File: src/rtl/spr_pkg.sv
package spr_pkg;
    localparam int unsigned PRIO_W    = 8;
    localparam logic [15:0] CTRL_KEY  = 16'h05FA;
    localparam int unsigned BOOST_BIT = 14;
    typedef logic [PRIO_W-1:0] prio_t;
endpackage

File: src/rtl/spr_regs.sv
module spr_regs
    import spr_pkg::*;
#(
    parameter int NUM_EXC  = 4,
    parameter int LVL_BITS = 2,
    parameter int ADDR_W   = 3
) (
    input  logic                     clk,
    input  logic                     rst_n,
    input  logic                     wr_en,
    input  logic [ADDR_W-1:0]        wr_addr,
    input  logic [31:0]              wr_data,
    input  logic                     wr_secure,
    output logic [NUM_EXC-1:0][7:0]  raw_s,
    output logic [NUM_EXC-1:0][7:0]  raw_ns,
    output logic                     boost
);
    localparam int PAD_W = PRIO_W - LVL_BITS;

    typedef struct packed {
        logic [NUM_EXC-1:0][LVL_BITS-1:0] lvl_s;
        logic [NUM_EXC-1:0][LVL_BITS-1:0] lvl_ns;
        logic                             boost;
    } regs_t;

    regs_t st_d, st_q;
    logic  unused_data;

    assign unused_data = ^{wr_data[15], wr_data[13:PRIO_W], wr_data[PAD_W-1:0]};

    always_comb begin
        st_d = st_q;
        if (wr_en) begin
            for (int i = 0; i < NUM_EXC; i++) begin
                if (wr_addr == ADDR_W'(i)) begin
                    if (wr_secure) st_d.lvl_s[i]  = wr_data[PRIO_W-1 -: LVL_BITS];
                    else           st_d.lvl_ns[i] = wr_data[PRIO_W-1 -: LVL_BITS];
                end
            end
            if (wr_addr == ADDR_W'(NUM_EXC) && wr_secure && wr_data[31:16] == CTRL_KEY)
                st_d.boost = wr_data[BOOST_BIT];
        end
    end

    always_ff @(posedge clk or negedge rst_n) begin
        if (!rst_n) st_q <= '0;
        else        st_q <= st_d;
    end

    assign boost = st_q.boost;

    for (genvar g = 0; g < NUM_EXC; g++) begin : g_raw
        assign raw_s[g]  = {st_q.lvl_s[g],  {PAD_W{1'b0}}};
        assign raw_ns[g] = {st_q.lvl_ns[g], {PAD_W{1'b0}}};

        AST_BANK_ISOLATION: assert property (@(posedge clk) disable iff (!rst_n)
            (wr_en && wr_secure) |=> $stable(st_q.lvl_ns[g]))
            else $error("secure write altered non-secure bank");
    end

    AST_KEY_GUARD: assert property (@(posedge clk) disable iff (!rst_n)
        (wr_en && wr_addr == ADDR_W'(NUM_EXC) && wr_data[31:16] != CTRL_KEY) |=> $stable(st_q.boost))
        else $error("bad key changed boost");

    AST_NS_CTRL_BLOCKED: assert property (@(posedge clk) disable iff (!rst_n)
        (wr_en && !wr_secure) |=> $stable(st_q.boost))
        else $error("non-secure write changed boost");
endmodule

File: src/rtl/spr_remap.sv
module spr_remap #(
    parameter int NUM_EXC = 4
) (
    input  logic [NUM_EXC-1:0][7:0] raw_ns,
    input  logic                    boost,
    output logic [NUM_EXC-1:0][7:0] eff_ns
);
    for (genvar g = 0; g < NUM_EXC; g++) begin : g_map
        assign eff_ns[g] = boost ? {1'b1, raw_ns[g][7:1]} : raw_ns[g];
    end

    always_comb begin
        for (int i = 0; i < NUM_EXC; i++) begin
            for (int j = 0; j < NUM_EXC; j++) begin
                if (raw_ns[i] < raw_ns[j]) begin
                    AST_ORDER_KEPT: assert (eff_ns[i] <= eff_ns[j])
                        else $error("remap broke priority order");
                end
            end
        end
    end
endmodule

File: src/rtl/spr_arbiter.sv
module spr_arbiter #(
    parameter int NUM_EXC = 4,
    parameter int NUM_W   = 3
) (
    input  logic                    clk,
    input  logic                    rst_n,
    input  logic [NUM_EXC-1:0]      pend_s,
    input  logic [NUM_EXC-1:0]      pend_ns,
    input  logic [NUM_EXC-1:0][7:0] eff_s,
    input  logic [NUM_EXC-1:0][7:0] eff_ns,
    input  logic [7:0]              run_prio,
    output logic                    preempt,
    output logic [NUM_W-1:0]        win_num,
    output logic                    win_sec
);
    localparam logic [NUM_W-1:0] IDLE = NUM_W'(NUM_EXC);

    typedef struct packed {
        logic             preempt;
        logic [NUM_W-1:0] num;
        logic             sec;
    } arb_t;

    arb_t       arb_d, arb_q;
    logic [8:0] best;

    always_comb begin
        best      = 9'h100;
        arb_d.num = IDLE;
        arb_d.sec = 1'b0;
        for (int n = 0; n < NUM_EXC; n++) begin
            if (pend_s[n] && {1'b0, eff_s[n]} < best) begin
                best      = {1'b0, eff_s[n]};
                arb_d.num = NUM_W'(n);
                arb_d.sec = 1'b1;
            end
            if (pend_ns[n] && {1'b0, eff_ns[n]} < best) begin
                best      = {1'b0, eff_ns[n]};
                arb_d.num = NUM_W'(n);
                arb_d.sec = 1'b0;
            end
        end
        arb_d.preempt = (best < {1'b0, run_prio});
    end

    always_ff @(posedge clk or negedge rst_n) begin
        if (!rst_n) arb_q <= '{preempt: 1'b0, num: IDLE, sec: 1'b0};
        else        arb_q <= arb_d;
    end

    assign preempt = arb_q.preempt;
    assign win_num = arb_q.num;
    assign win_sec = arb_q.sec;

    AST_IDLE_CODE: assert property (@(posedge clk) disable iff (!rst_n)
        (pend_s == '0 && pend_ns == '0) |=> (!preempt && win_num == IDLE && !win_sec))
        else $error("idle outputs wrong");

    AST_ZERO_RUN_NO_PREEMPT: assert property (@(posedge clk) disable iff (!rst_n)
        (run_prio == 8'h00) |=> !preempt)
        else $error("preempt against running priority 0");

    AST_PREEMPT_HAS_WINNER: assert property (@(posedge clk) disable iff (!rst_n)
        preempt |-> (win_num != IDLE))
        else $error("preempt without winner");
endmodule

File: src/rtl/sec_prio_resolver.sv
module sec_prio_resolver #(
    parameter  int NUM_EXC  = 4,
    parameter  int LVL_BITS = 2,
    localparam int ADDR_W   = $clog2(NUM_EXC + 1)
) (
    input  logic               clk,
    input  logic               rst_n,
    input  logic               wr_en,
    input  logic [ADDR_W-1:0]  wr_addr,
    input  logic [31:0]        wr_data,
    input  logic               wr_secure,
    input  logic [NUM_EXC-1:0] pend_s,
    input  logic [NUM_EXC-1:0] pend_ns,
    input  logic [7:0]         run_prio,
    output logic               preempt,
    output logic [ADDR_W-1:0]  win_num,
    output logic               win_sec
);
    logic [NUM_EXC-1:0][7:0] raw_s, raw_ns, eff_ns;
    logic                    boost;

    spr_regs #(.NUM_EXC(NUM_EXC), .LVL_BITS(LVL_BITS), .ADDR_W(ADDR_W)) u_regs (
        .clk(clk), .rst_n(rst_n), .wr_en(wr_en), .wr_addr(wr_addr),
        .wr_data(wr_data), .wr_secure(wr_secure),
        .raw_s(raw_s), .raw_ns(raw_ns), .boost(boost)
    );

    spr_remap #(.NUM_EXC(NUM_EXC)) u_remap (
        .raw_ns(raw_ns), .boost(boost), .eff_ns(eff_ns)
    );

    spr_arbiter #(.NUM_EXC(NUM_EXC), .NUM_W(ADDR_W)) u_arb (
        .clk(clk), .rst_n(rst_n), .pend_s(pend_s), .pend_ns(pend_ns),
        .eff_s(raw_s), .eff_ns(eff_ns), .run_prio(run_prio),
        .preempt(preempt), .win_num(win_num), .win_sec(win_sec)
    );
endmodule

File: config.mk
export PLATFORM = sky130hd
export DESIGN_NAME = sec_prio_resolver
export DESIGN_NICKNAME = d
export VERILOG_FILES = /design/src/rtl/spr_pkg.sv /design/src/rtl/spr_regs.sv /design/src/rtl/spr_remap.sv /design/src/rtl/spr_arbiter.sv /design/src/rtl/sec_prio_resolver.sv
export SDC_FILE = /design/constraint.sdc
export NUM_CORES = 1
export LEC_CHECK = 0
export BUFFER_PORTS_ARGS = -buffer_cell sky130_fd_sc_hd__buf_2
export CAP_MARGIN = 40
export CORE_UTILIZATION = 25
export DETAILED_ROUTE_END_ITERATION = 10
export PLACE_DENSITY = 0.49
export RECOVER_POWER = 100
export SYNTH_ARGS = -nofsm -noshare
export SYNTH_HDL_FRONTEND = slang
export SYNTH_HIERARCHICAL = 1
export SYNTH_SLANG_ARGS = --single-unit
File: constraint.sdc
create_clock -name clk -period 23.2 [get_ports clk]
set_clock_uncertainty 0.15 [all_clocks]
set_input_delay 4.64 -clock clk [delete_from_list [all_inputs] [get_ports clk]]
set_output_delay 4.64 -clock clk [all_outputs]
set_load 0.005 [all_outputs]
---- Yosys cells after proc, flatten, opt, wreduce, memory -nomap -nowiden ----
Cells that the tools add are included.
storage, ports and cells
  register bits after elaboration ......... 22
  output and inout port bits .............. 5
  logic and storage cells ................. 65
cells by class
  magnitude comparators ................... 8
  equal/unequal tests ..................... 5
  muxes and demuxes ....................... 20
  bitwise logic cells ..................... 1
  reduce and logical (&&, ||, !) cells .... 19
operator list
  cell                  number
  $mux 9                8
  $lt 8x9->1            7
  $mux 4                8
  $mux 8                4
  $reduce_and 3->1      8
  $eq 16x11->1 const B  1
  $logic_and 1x1->1     9
  $lt 9x8->1            1
  $eq 3x2->1 const B    2
  $eq 3x1->1 const B    1
  $eq 3x3->1 const B    1
  $logic_not 3->1       1
  $reduce_and 2->1      1
  $not 1->1             1

---- Logic depth before layout (Yosys ltp) ----
  word-level depth ........................ 23
  depth in mapped cells ................... 85

---- Modules after synthesis ----
The synthesis kept the hierarchy.
modules (own cells, without submodules)
  module       instances  cells an instance  area an instance (µm²)
  spr_arbiter  1          403                2887.8
  spr_regs     1          104                1116.1
  spr_remap    1          36                 500.5

---- Worst setup path after synthesis ----
No wires, ideal clock.
  kind .................................... input -> register
  start ................................... input port pend_s[0]
  end ..................................... register u_arb.arb_q, in the netlist u_arb/preempt
  arrival ................................. 17.489 ns
  slack ................................... 5.479 ns
  stages on the path ...................... 77
  path through ............................ clkbuf_1 > nand2_1 > ha_1 > a211oi_1 > o211a_1 > a21o_2 > buf_6 > clkbuf_1 > o21ai_0 > inv_1 > ha_1 > o21ai_0 > o211ai_1 > o32ai_4 > buf_4 > o21ai_0 > inv_1 > ha_1 > [41 not listed] > o21ai_0 > nand2_1 > nor2_1 > nand2_1 > a211oi_4 > or2_1 > buf_4 > o31ai_2 > ha_1 > a21oi_1 > nor2b_1 > o21ai_0 > nand2b_1 > a21oi_1 > nor2b_1 > o21ai_0 > nand2_1 > a31oi_1
RTL lines
  item                  line                     source
  from (decl)           sec_prio_resolver.sv:12  input logic [NUM_EXC-1:0] pend_s,
  to (signal assigned)  spr_arbiter.sv:47        if (!rst_n) arb_q <= '{preempt: 1'b0, num: IDLE, sec: 1'b0};
  to (signal assigned)  spr_arbiter.sv:48        else arb_q <= arb_d;
  to (decl)             spr_arbiter.sv:24        arb_t arb_d, arb_q;

==> out/metrics.csv <==
stage,metric,value,unit
status,run status,completed,
drt,Final ANT Viol Nets,0,
placement,estimated wirelength of the detail-placed design,8470,um
yosys,number of unique standard cell types used by synthesis,74,
worst_setup_path,type of destination of the critical path,flip-flop,
yosys,count of state elements after synthesis,22,
floorplanning,effective utilization at floorplan,25.9,%
yosys,most frequently used flop master after synthesis,sky130_fd_sc_hd__dfrtp_1,
floorplanning,std cell rows,48,
floorplanning,die footprint,0.0186,mm2
global_routing,pin count of the biggest net entering global routing,25,
yosys,cell area after synthesis,0.00450,mm2
drt,Vias per Instance,4.61,
worst_setup_path,CP startpoint kind,input port,
yosys,portion of the post-synthesis area used by sequential elements,12.3,%
hold_path,class of the most critical hold timing path,reg -> reg,
global_routing,vias in the first global route,3628,
sta,fin crit share,86.0,%
global_routing,number of antenna violations at the first check in global routing,0,
final_layout,Synth-to-Final Area Change,7.64,%
cts,Clock Path Buffers,2,
worst_setup_path,Worst Setup Path Type,in -> reg,
floorplanning,io pins,60,
cts,number of post-CTS setup repair buffers,0,
worst_setup_path,CP max-delay cell,sky130_fd_sc_hd__a21boi_0,
final_layout,Layout fillers,1955,
worst_setup_path,number of buffers and inverters on the critical path,8,
final_layout,Antenna Diode Count,0,
worst_setup_path,"critical path fanouts, max",22,
placement,DP Cell Count,803,
pwr,worst ir drop on vdd,0.0416,mV
yosys,largest area contributor in the netlist,sky130_fd_sc_hd__ha_1,
cts,number of buffers added by the clock tree synthesis step,3,
yosys,top-area cell type share of the netlist area,14.4,%
final_layout,"most common cell after layout, fill and taps aside",sky130_fd_sc_hd__ha_1,
sta,final worst path period need,19940,ps
floorplanning,placeable core region,0.0174,mm2
cts,CTS Hold Bufs,0,
sta,total negative setup slack,0,ps
run,max-cap violation count,0,
worst_setup_path,data arrival time of the critical path,19950,ps
placement,PortBufs,46,
final_layout,fraction of final layout cells sized beyond drive strength 1,24.5,%
pwr,Pwr per Cell Area,96.6,mW/mm2
yosys,"Warnings, synthesis",6,
global_routing,global-route wire length before repair,17000,um
cts,H-Tree Level Count,1,
placement,final weighted congestion in routability-driven placement,0.784,
sta,worst slew pin tran,1140,ps
cts,Clock transition at path regs,60,ps
yosys,Post-synth EDFFs,0,
floorplanning,vertical die dimension,136,um
placement,pre-CTS setup slack,3730,ps
drt,router iterations before antenna repair,5,
cts,Clock Sinks,22,
worst_setup_path,Top Family by Delay on Critical Path,compound AO/OA/AOI/OAI gates,
drt,mean routed wirelength per cell,12.4,um
sta,Fin. Hold Viols,0,
drt,DR iter-0 viols,130,
yosys,share of flip-flops with an asynchronous set or reset after synthesis,100,%
pwr,leakage power of the design,2.20,nW
sta,maximum clock frequency,50.1,MHz
final_layout,"commonest non-fill, non-tap cells in the layout","52 x sky130_fd_sc_hd__ha_1, 49 x sky130_fd_sc_hd__inv_1, 48 x sky130_fd_sc_hd__conb_1",
sta,Final Worst Setup Slack,3260,ps
cts,post-cts resize count,0,
cts,insertion delay of the later-clocked pin in the worst-skew pair,250,ps
cts,CTS tree,yes,
final_layout,post-layout instance count excluding filler cells,808,
global_routing,GRT Residual Overflow,0,
sta,RSZ-0062 raised after global routing,no,
yosys,top cells by area in the synthesized netlist,"sky130_fd_sc_hd__ha_1 14%, sky130_fd_sc_hd__dfrtp_1 12%, sky130_fd_sc_hd__mux2_4 8.7%",
yosys,instance count of the mapped netlist,543,
yosys,Avg Synthesized Cell Area,8.30,um2
worst_setup_path,"Data required, critical path",23210,ps
sta,Max-slew headroom,24.3,%
drt,final routed wirelength across all metal layers,9990,um
sta,Max Transition Viols Final,0,
drt,vias after detailed routing,3726,
worst_setup_path,max incr delay on CP,670,ps
cts,root buffer selected by CTS,sky130_fd_sc_hd__clkbuf_16,
floorplanning,Die W,136,um
sta,Final setup viols,0,
drt,DRC errors left,0,
final_layout,layout net count,691,
global_routing,GRT Util Overall,11.1,%
[sequential cells by signal, indices dropped and copies added, names as in the netlist]
register and flops:
u_regs/boost 1, u_arb/preempt 1, u_arb/win_sec 1, u_regs/raw_s 8, u_regs/raw_ns 8, u_arb/win_num 3
[per-stage QoR]
stage	instance area, um2	util, %	hold slack, ps	total power [W]
6_report	4850	27.8	372	0.000468
5_1_grt	4850	27.8	393	0.000527
4_1_cts	4860	27.9	376	0.000461
3_5_place_dp	4750	27.3	363	0.000410
3_3_place_gp	4730	27.2	358	0.000412
2_1_floorplan	4680	-	330	0.000348
[routing by layer]
layer / vias to the layer above / routed length [um] / track usage (%)
met3: 8 / 254 / 0.447
met1: 1674 / 5200 / 15.7
li1: 1970 / - / -
met4: 0 / 61 / 1.36
met5: - / 0 / 0
met2: 74 / 4480 / 19.0
[where the power goes]
group / internal, W / switching, W / total [W]
logic: 0.000161 / 0.000206 / 0.000367
clock network: 0.0000342 / 0.0000129 / 0.0000471
registers: 0.0000482 / 0.00000610 / 0.0000543
[worst register-to-register path, delay by kind of cell (launching register included)]
kind	cells	cell delay (ps)
adder cells (fa/ha/maj)	8	2180
buffers and inverters	8	1050
AO/OA/AOI/OAI	32	6990
AND/OR/NAND/NOR	22	3980
multiplexers	3	1030
flip-flops	1	550
[cells in the mapped netlist (6+ instances only)]
| library cell | n |
|---|---|
| sky130_fd_sc_hd__or2_2 | 12 |
| sky130_fd_sc_hd__nand3_1 | 9 |
| sky130_fd_sc_hd__buf_4 | 50 |
| sky130_fd_sc_hd__o21ai_0 | 41 |
| sky130_fd_sc_hd__ha_1 | 52 |
| sky130_fd_sc_hd__o31ai_2 | 6 |
| sky130_fd_sc_hd__o21a_1 | 7 |
| sky130_fd_sc_hd__mux2_4 | 26 |
| sky130_fd_sc_hd__nand2_1 | 38 |
| sky130_fd_sc_hd__nand4_1 | 6 |
| sky130_fd_sc_hd__dfrtp_1 | 21 |
| sky130_fd_sc_hd__a21o_1 | 10 |
| sky130_fd_sc_hd__nor2_1 | 32 |
| sky130_fd_sc_hd__nor3_1 | 13 |
| sky130_fd_sc_hd__mux2_2 | 33 |
| sky130_fd_sc_hd__inv_1 | 49 |
| sky130_fd_sc_hd__a21oi_1 | 32 |
[logic make-up after synthesis]
logic type      share of synthesized area, %
flops                                   12.3
simple gates                            17.0
compound gates                          23.9
fa+ha+maj                               14.4
mux                                     17.8
other cells                           0.0833
buf+inv                                 14.5
[path summary, 6_finish.rpt]
kind	startpoint	endpoint	slack, ps	depth (start not counted)
setup / recovery	pend_s[0]	u_arb/preempt$_DFF_PN0_	3260	73
hold / removal	u_regs/raw_s[6]$_DFFE_PN0P_	u_regs/raw_s[6]$_DFFE_PN0P_	370	1
setup reg to reg	u_regs/boost$_DFFE_PN0P_	u_arb/preempt$_DFF_PN0_	7170	73
hold reg to reg	u_regs/raw_s[6]$_DFFE_PN0P_	u_regs/raw_s[6]$_DFFE_PN0P_	370	1
max in group asynchronous	rst_n	u_regs/boost$_DFFE_PN0P_	17700	1
min in group asynchronous	rst_n	u_arb/win_num[0]$_DFF_PN0_	4440	1
[layout make-up]
type                       count  area, um2  area share (%)
tap                          225        282            5.81
timing repair buffer          49        255            5.26
inverter                      49        184            3.79
sequential                    22        553            11.4
clock inverter                 1       30.0           0.619
clock buffer                   3       75.1            1.55
multi-input combinational    459       3470            71.6
Power figures use the tool's default switching activity.
